===== src/rtl/bxc_pkg.sv =====
package bxc_pkg;
  typedef struct packed {
    logic loadCnt;
    logic clrProg;
    logic incProg;
  } bxcStb_t;
endpackage


===== src/rtl/bxc_datapath.sv =====
module bxc_datapath
  import bxc_pkg::*;
#(
  parameter int MAX_LEN = 68,
  parameter int CNT_W   = 7
) (
  input  logic             clk,
  input  logic             rstN,
  input  bxcStb_t          stb,
  input  logic [CNT_W:0]   wrData,
  input  logic             dirLat,
  output logic             lastFlag,
  output logic             lenOk,
  output logic             atLast,
  output logic [CNT_W:0]   rdData
);
  localparam logic [CNT_W-1:0] LIM = CNT_W'(MAX_LEN);
  localparam logic [CNT_W-1:0] ONE = CNT_W'(1);

  logic [CNT_W:0]   cntReg;
  logic [CNT_W-1:0] prog;
  logic [CNT_W-1:0] lenF;

  assign lenF     = cntReg[CNT_W-1:0];
  assign lastFlag = cntReg[CNT_W];

  always_ff @(posedge clk or negedge rstN) begin
    if (!rstN) cntReg <= '0;
    else if (stb.loadCnt) cntReg <= wrData;
  end

  always_ff @(posedge clk or negedge rstN) begin
    if (!rstN) prog <= '0;
    else if (stb.clrProg) prog <= '0;
    else if (stb.incProg) prog <= prog + ONE;
  end

  assign lenOk  = (lenF != '0) && (lenF <= LIM);
  assign atLast = (prog == lenF - ONE);
  assign rdData = {lastFlag, (dirLat ? prog : lenF)};
endmodule


===== src/rtl/bxc_control.sv =====
module bxc_control
  import bxc_pkg::*;
(
  input  logic    clk,
  input  logic    rstN,
  input  logic    regWrEn,
  input  logic    bufMode,
  input  logic    startStb,
  input  logic    rxDir,
  input  logic    byteDone,
  input  logic    irqClr,
  input  logic    lenOk,
  input  logic    atLast,
  input  logic    lastFlag,
  output bxcStb_t stb,
  output logic    dirLat,
  output logic    busy,
  output logic    irq,
  output logic    ackOut
);
  typedef enum logic {ST_IDLE, ST_RUN} state_t;
  state_t state, stateNxt;

  logic goStart, badStart, finish, irqSet;

  assign goStart  = (state == ST_IDLE) && bufMode && startStb && lenOk;
  assign badStart = (state == ST_IDLE) && bufMode && startStb && !lenOk;
  assign finish   = (state == ST_RUN) && byteDone && atLast;
  assign irqSet   = badStart || finish;

  always_comb begin
    stateNxt = state;
    case (state)
      ST_IDLE: if (goStart) stateNxt = ST_RUN;
      ST_RUN:  if (finish)  stateNxt = ST_IDLE;
      default: stateNxt = ST_IDLE;
    endcase
  end

  always_comb begin
    stb.loadCnt = regWrEn && (state == ST_IDLE);
    stb.clrProg = goStart;
    stb.incProg = (state == ST_RUN) && byteDone;
  end

  always_ff @(posedge clk or negedge rstN) begin
    if (!rstN) begin
      state  <= ST_IDLE;
      dirLat <= 1'b0;
      irq    <= 1'b0;
    end else begin
      state <= stateNxt;
      if (goStart) dirLat <= rxDir;
      if (irqSet) irq <= 1'b1;
      else if (irqClr) irq <= 1'b0;
    end
  end

  assign busy   = (state == ST_RUN);
  assign ackOut = busy && dirLat && !(atLast && lastFlag);
endmodule


===== src/rtl/buf_xfer_counter.sv =====
module buf_xfer_counter
  import bxc_pkg::*;
#(
  parameter int MAX_LEN = 68,
  parameter int CNT_W   = 7
) (
  input  logic           clk,
  input  logic           rstN,
  input  logic           regWrEn,
  input  logic [CNT_W:0] regWrData,
  output logic [CNT_W:0] regRdData,
  input  logic           bufMode,
  input  logic           startStb,
  input  logic           rxDir,
  input  logic           byteDone,
  input  logic           irqClr,
  output logic           ackOut,
  output logic           busy,
  output logic           irq
);
  bxcStb_t stb;
  logic dirLat, lastFlag, lenOk, atLast;

  bxc_control u_ctl (
    .clk(clk), .rstN(rstN), .regWrEn(regWrEn), .bufMode(bufMode),
    .startStb(startStb), .rxDir(rxDir), .byteDone(byteDone),
    .irqClr(irqClr), .lenOk(lenOk), .atLast(atLast), .lastFlag(lastFlag),
    .stb(stb), .dirLat(dirLat), .busy(busy), .irq(irq), .ackOut(ackOut)
  );

  bxc_datapath #(.MAX_LEN(MAX_LEN), .CNT_W(CNT_W)) u_dp (
    .clk(clk), .rstN(rstN), .stb(stb), .wrData(regWrData),
    .dirLat(dirLat), .lastFlag(lastFlag), .lenOk(lenOk),
    .atLast(atLast), .rdData(regRdData)
  );
endmodule


===== config.mk =====
export PLATFORM = sky130hd
export DESIGN_NAME = buf_xfer_counter
export DESIGN_NICKNAME = d
export VERILOG_FILES = /design/src/rtl/bxc_pkg.sv /design/src/rtl/bxc_datapath.sv /design/src/rtl/bxc_control.sv /design/src/rtl/buf_xfer_counter.sv
export SDC_FILE = /design/constraint.sdc
export NUM_CORES = 1
export LEC_CHECK = 0
export ABC_AREA = 1
export BUFFER_PORTS_ARGS = -buffer_cell sky130_fd_sc_hd__buf_4
export CORE_UTILIZATION = 50
export DETAILED_ROUTE_END_ITERATION = 8
export PLACE_DENSITY = 0.75
export SLEW_MARGIN = 30
export SYNTH_ARGS = -nofsm -noshare
export SYNTH_HDL_FRONTEND = slang
export SYNTH_SLANG_ARGS = --single-unit

===== constraint.sdc =====
create_clock -name clk -period 3.6 [get_ports clk]
set_clock_uncertainty 0.2 [all_clocks]
set_input_delay 0.72 -clock clk [delete_from_list [all_inputs] [get_ports clk]]
set_output_delay 0.72 -clock clk [all_outputs]
set_load 0.01 [all_outputs]

== Yosys cells after proc, flatten, opt, wreduce, memory -nomap -nowiden ==
Cells that the tools add are included.
Cells by class
  $add $sub $neg: 2
  $lt $le $gt $ge: 1
  equal/unequal tests: 1
  multiplexer cells: 8
  bitwise logic cells: 1
  reductions and logical operators: 17
Operator list (count)
  two-way mux 7 bit: 3
  logical AND 1 bit: 11
  adder 7 x 1 -> 7 bit (second input constant): 1
  equality test 7 bit: 1
  <= comparator 7 bit (second input constant): 1
  nonzero test 7 bit: 1
  subtractor 7 x 1 -> 7 bit (second input constant): 1
  two-way mux 1 bit: 4
  nonzero test 2 bit: 2
  zero test 1 bit: 2
  case mux 1 bit (2 select lines): 1
  logical OR 1 bit: 1
  NOT 1 bit: 1
Storage, ports and cells
  bits in registers: 18
  output and inout port bits: 11
  logic and storage cells: 35

== Logic depth before layout (Yosys ltp) ==
  depth in word-level cells: 6
  depth in mapped cells: 13
  mapped depth without buffers: 13

== Modules after synthesis ==
A second synthesis with hierarchy kept.
Unflattened totals
  cell total of the unflattened synthesis: 180
  area total of the unflattened synthesis: 1191.1 µm²
Modules (own cells, without submodules)
  bxc_datapath: times used 1, cells an instance 154, area an instance 1017.2 µm²
  bxc_control: times used 1, cells an instance 26, area an instance 173.9 µm²

== Least setup slack after synthesis ==
No wires, ideal clock.
  path kind: flip-flop to output port
  start point: register u_dp.cntReg[0]
  end point: output port ackOut
  arrival time: 1.414 ns
  data required time: 2.680 ns
  path slack: 1.266 ns
  cell stages (with the launch flop): 14
  path through: dfrtp_1 inv_1 ha_1 inv_1 nand2_1 nand2_1 nand2_1 nand2_1 nor2_1 nand2_1 nor2_2 nand4_1 nand2_1 inv_1
On the way
  longest elaborated chain between the ends: 5
Ends and longest elaborated chain
  start: declaration: RTL line bxc_datapath.sv:20  | logic [CNT_W:0] cntReg;
  start signal: assignment: RTL line bxc_datapath.sv:29  | else if (stb.loadCnt) cntReg <= wrData;
  subtractor 7 x 1 -> 7 bit: RTL line bxc_datapath.sv:39  | assign atLast = (prog == lenF - ONE);
  equality test 7 bit: RTL line bxc_datapath.sv:39
  logical AND 1 bit: RTL line bxc_control.sv:60  | assign ackOut = busy && dirLat && !(atLast && lastFlag);
  zero test 1 bit: RTL line bxc_control.sv:60
  logical AND 1 bit: RTL line bxc_control.sv:60
  end: declaration: RTL line buf_xfer_counter.sv:17  | output logic ackOut,
Every way passes these cells.

== Worst setup path after layout ==
Same ends and word-level chain as after synthesis.

==> reports/metrics.cfg <==
[global_route]
antenna_found_initial = 0
grt_start_max_net_pins = 19
track_usage = 0.236
overflow = 0
gr-max-usage-layer = met2
grtUsageMet1 = 0.311
grtUsageMet3 = 0.0370
grt_pass1_vias = 1031
use_met2 = 0.369
grt_pass1_wl_mm = 4.41

[worst_hold_path]
min-delay-path-class = input pin to async pin

[drt]
ant_nets = 0
vias_per_cell = 5.06
routed_wl_mm = 2.63
first_pass_iters = 4
drc_errors = 0
vias = 1104
drtIter0Drc = 28
wire_per_inst_um = 12.1

[yosys]
synthCells = 164
syn_nets = 182
synth_top_area_cell = dfrtp_1
synth_warnings = 0
yosysSeqAreaShare = 0.391
synthesis.area_um2 = 1150
ys_top_cells_by_area = dfrtp_1 39%, nand2_1 15%, inv_1 7.5%
synthDistinctLibCells = 24
syn_area_per_cell_um2 = 7.02
synth.top_cell.area_share = 0.391
ys_ff_latch = 18

[critical_path]
regToRegStartpoint = u_dp.cntReg[0]
r2r_slack_ps = 1620
regToRegEndpoint = u_ctl.busy
critPathRequiredTime_ps = 2680
worstSetupPathType = register to output pin
cp-start-kind = register
endpoint_kind = output pin
crit_path_max_fanout = 7
crit_path_end = ackOut
r2r_cells = 13
cp.arrival_ps = 2050
crit_path_start = u_dp.cntReg[0]

[finish]
ff_latch_area_um2 = 450
utilization = 0.633
final_nets = 210
drive_gt1_frac = 0.232
fill_cells = 212
diodes = 0
multi_input_area_um2 = 587
syn_to_final_growth_pct = 20.5
final_cell_area_um2 = 1390
stdcell_count = 218

[sta]
final.setup.tns_ps = 0
min_period_ps = 2970
report.final.slew_viol_count = 0
fmax_ghz = 0.336
rsz0062_at_grt = false
hold_viol_final = 0
max-slew-margin-rel = 0.657
finalCritPeriodShare = 0.826
tightest_slew_ps = 513
setup_violations = 0
holdWs_ps = 88.5

[placed_design]
place_congestion = 0.822
placed_area_um2 = 1370
dp_hpwl_mm = 1.98
portBuffers = 26
dp_cells = 215

[floorplanning]
initial_core_util = 0.525
coreArea_um2 = 2190
die_w_um = 50.0
io_pins = 27
dieArea_um2 = 2500
rows = 17
die_height_um = 50.0

[power]
power_density_nw_per_um2 = 835
vdd_drop_max_mv = 0.531
leakage_nw = 0.747

[clock_tree]
insertion_delay_ps = 280
cts_tree = yes
cts-resized-gates = 0
ctsRootBufferMaster = clkbuf_4
clock-sinks = 18
clock_path_buffers = 2
clk_pin_slew_ps = 100
cts_buffers = 3
ctsHtreeMaxLevel = 1
post-cts-setup-buffers = 0
holdBufCountCts = 0

[flow_run]
drv_cap = 0

[run_status]
status = complete, no violations

[cells in the final DEF, fill, tap and decap left out]
cell / count
o21ai_0: 10
nand3b_1: 2
nor3_1: 3
nand4_1: 5
buf_4: 26
nor2_2: 5
mux2_2: 1
nor2_1: 13
nand2_1: 45
o21ai_2: 2
nor3b_1: 1
ha_1: 2
xor2_1: 3
or2_2: 1
nand2_2: 1
a21oi_1: 9
inv_2: 3
inv_1: 23
clkbuf_4: 3
nand3_1: 12
dfrtp_1: 18
nand4_2: 1
a21oi_2: 1
[synthesized netlist by cell type]
library cell / number
nand2_1: 45
inv_1: 23
dfrtp_1: 18
nor2_1: 13
nand3_1: 12
o21ai_0: 10
a21oi_1: 9
nand4_1: 5
nor2_2: 5
inv_2: 3
nor3_1: 3
xor2_1: 3
ha_1: 2
nand3b_1: 2
o21ai_2: 2
a21oi_2: 1
buf_2: 1
buf_4: 1
clkbuf_1: 1
mux2_2: 1
nand2_2: 1
nand4_2: 1
nor3b_1: 1
or2_2: 1
[per-stage QoR]
stage | power (mW) | worst slack, ps
detailed placement | 1.06 | 971
CTS | 1.16 | 648
global route | 1.26 | 415
floorplan | 0.831 | 1270
global placement | 1.04 | 1100
finish | 1.16 | 628
[sequential cells by signal, summed over array words and instances (netlist names)]
| register | count |
|---|---|
| u_ctl.dirLat | 1 |
| u_dp.cntReg | 8 |
| u_dp.prog | 7 |
| u_ctl.irq | 1 |
| u_ctl.busy | 1 |
[cell families (layout without fill, tap and decap cells)]
kind of cell,after synthesis,in the layout,share of synthesized area
compound gates,22,22,0.105
xor+xnor,3,3,0.0228
fa+ha+maj,2,2,0.0217
buf+inv,29,55,0.0989
flops,18,18,0.391
mux,1,1,0.00978
simple gates,89,89,0.350
[critical path, cell delays in order (launching register included)]
cell     delay (ps)
dfrtp_1         410
inv_1           170
ha_1            270
inv_1            60
nand2_1          90
nand2_1          80
nand2_1          60
nand2_1          50
nor2_1           90
nand2_1          70
nor2_2          120
nand4_1          90
nand2_1          60
inv_1            40
buf_4           130
[how the worst min path moves through the flow]
stage	to	slack, ps	cells past startpoint
6_report	u_dp.cntReg[5]	90	1
2_1_floorplan	u_ctl.busy	220	0
3_3_place_gp	u_ctl.irq	290	2
3_5_place_dp	u_ctl.irq	290	2
4_1_cts	u_dp.cntReg[5]	100	1
5_1_grt	u_dp.cntReg[5]	90	1
[layer usage]
layer  up-vias  share of wire
met5         -              0
met4         0          0.022
met3         8          0.027
met2        25           0.47
met1       496           0.48
li1        575              -
[cell type report]
class / instances / area share
Clock buffer: 3 / 0.0162
Inverter: 26 / 0.0703
Multi-Input combinational cell: 117 / 0.423
Sequential cell: 18 / 0.325
Tap cell: 28 / 0.0252
Timing Repair Buffer: 26 / 0.141
[power by group]
part / leakage (nW) / switching (mW) / internal (mW)
Sequential: 0.211 / 0.137 / 0.296
Clock: 0.0138 / 0.0594 / 0.0387
Combinational: 0.522 / 0.355 / 0.272
Note: power is estimated with default switching activity, not from simulation.
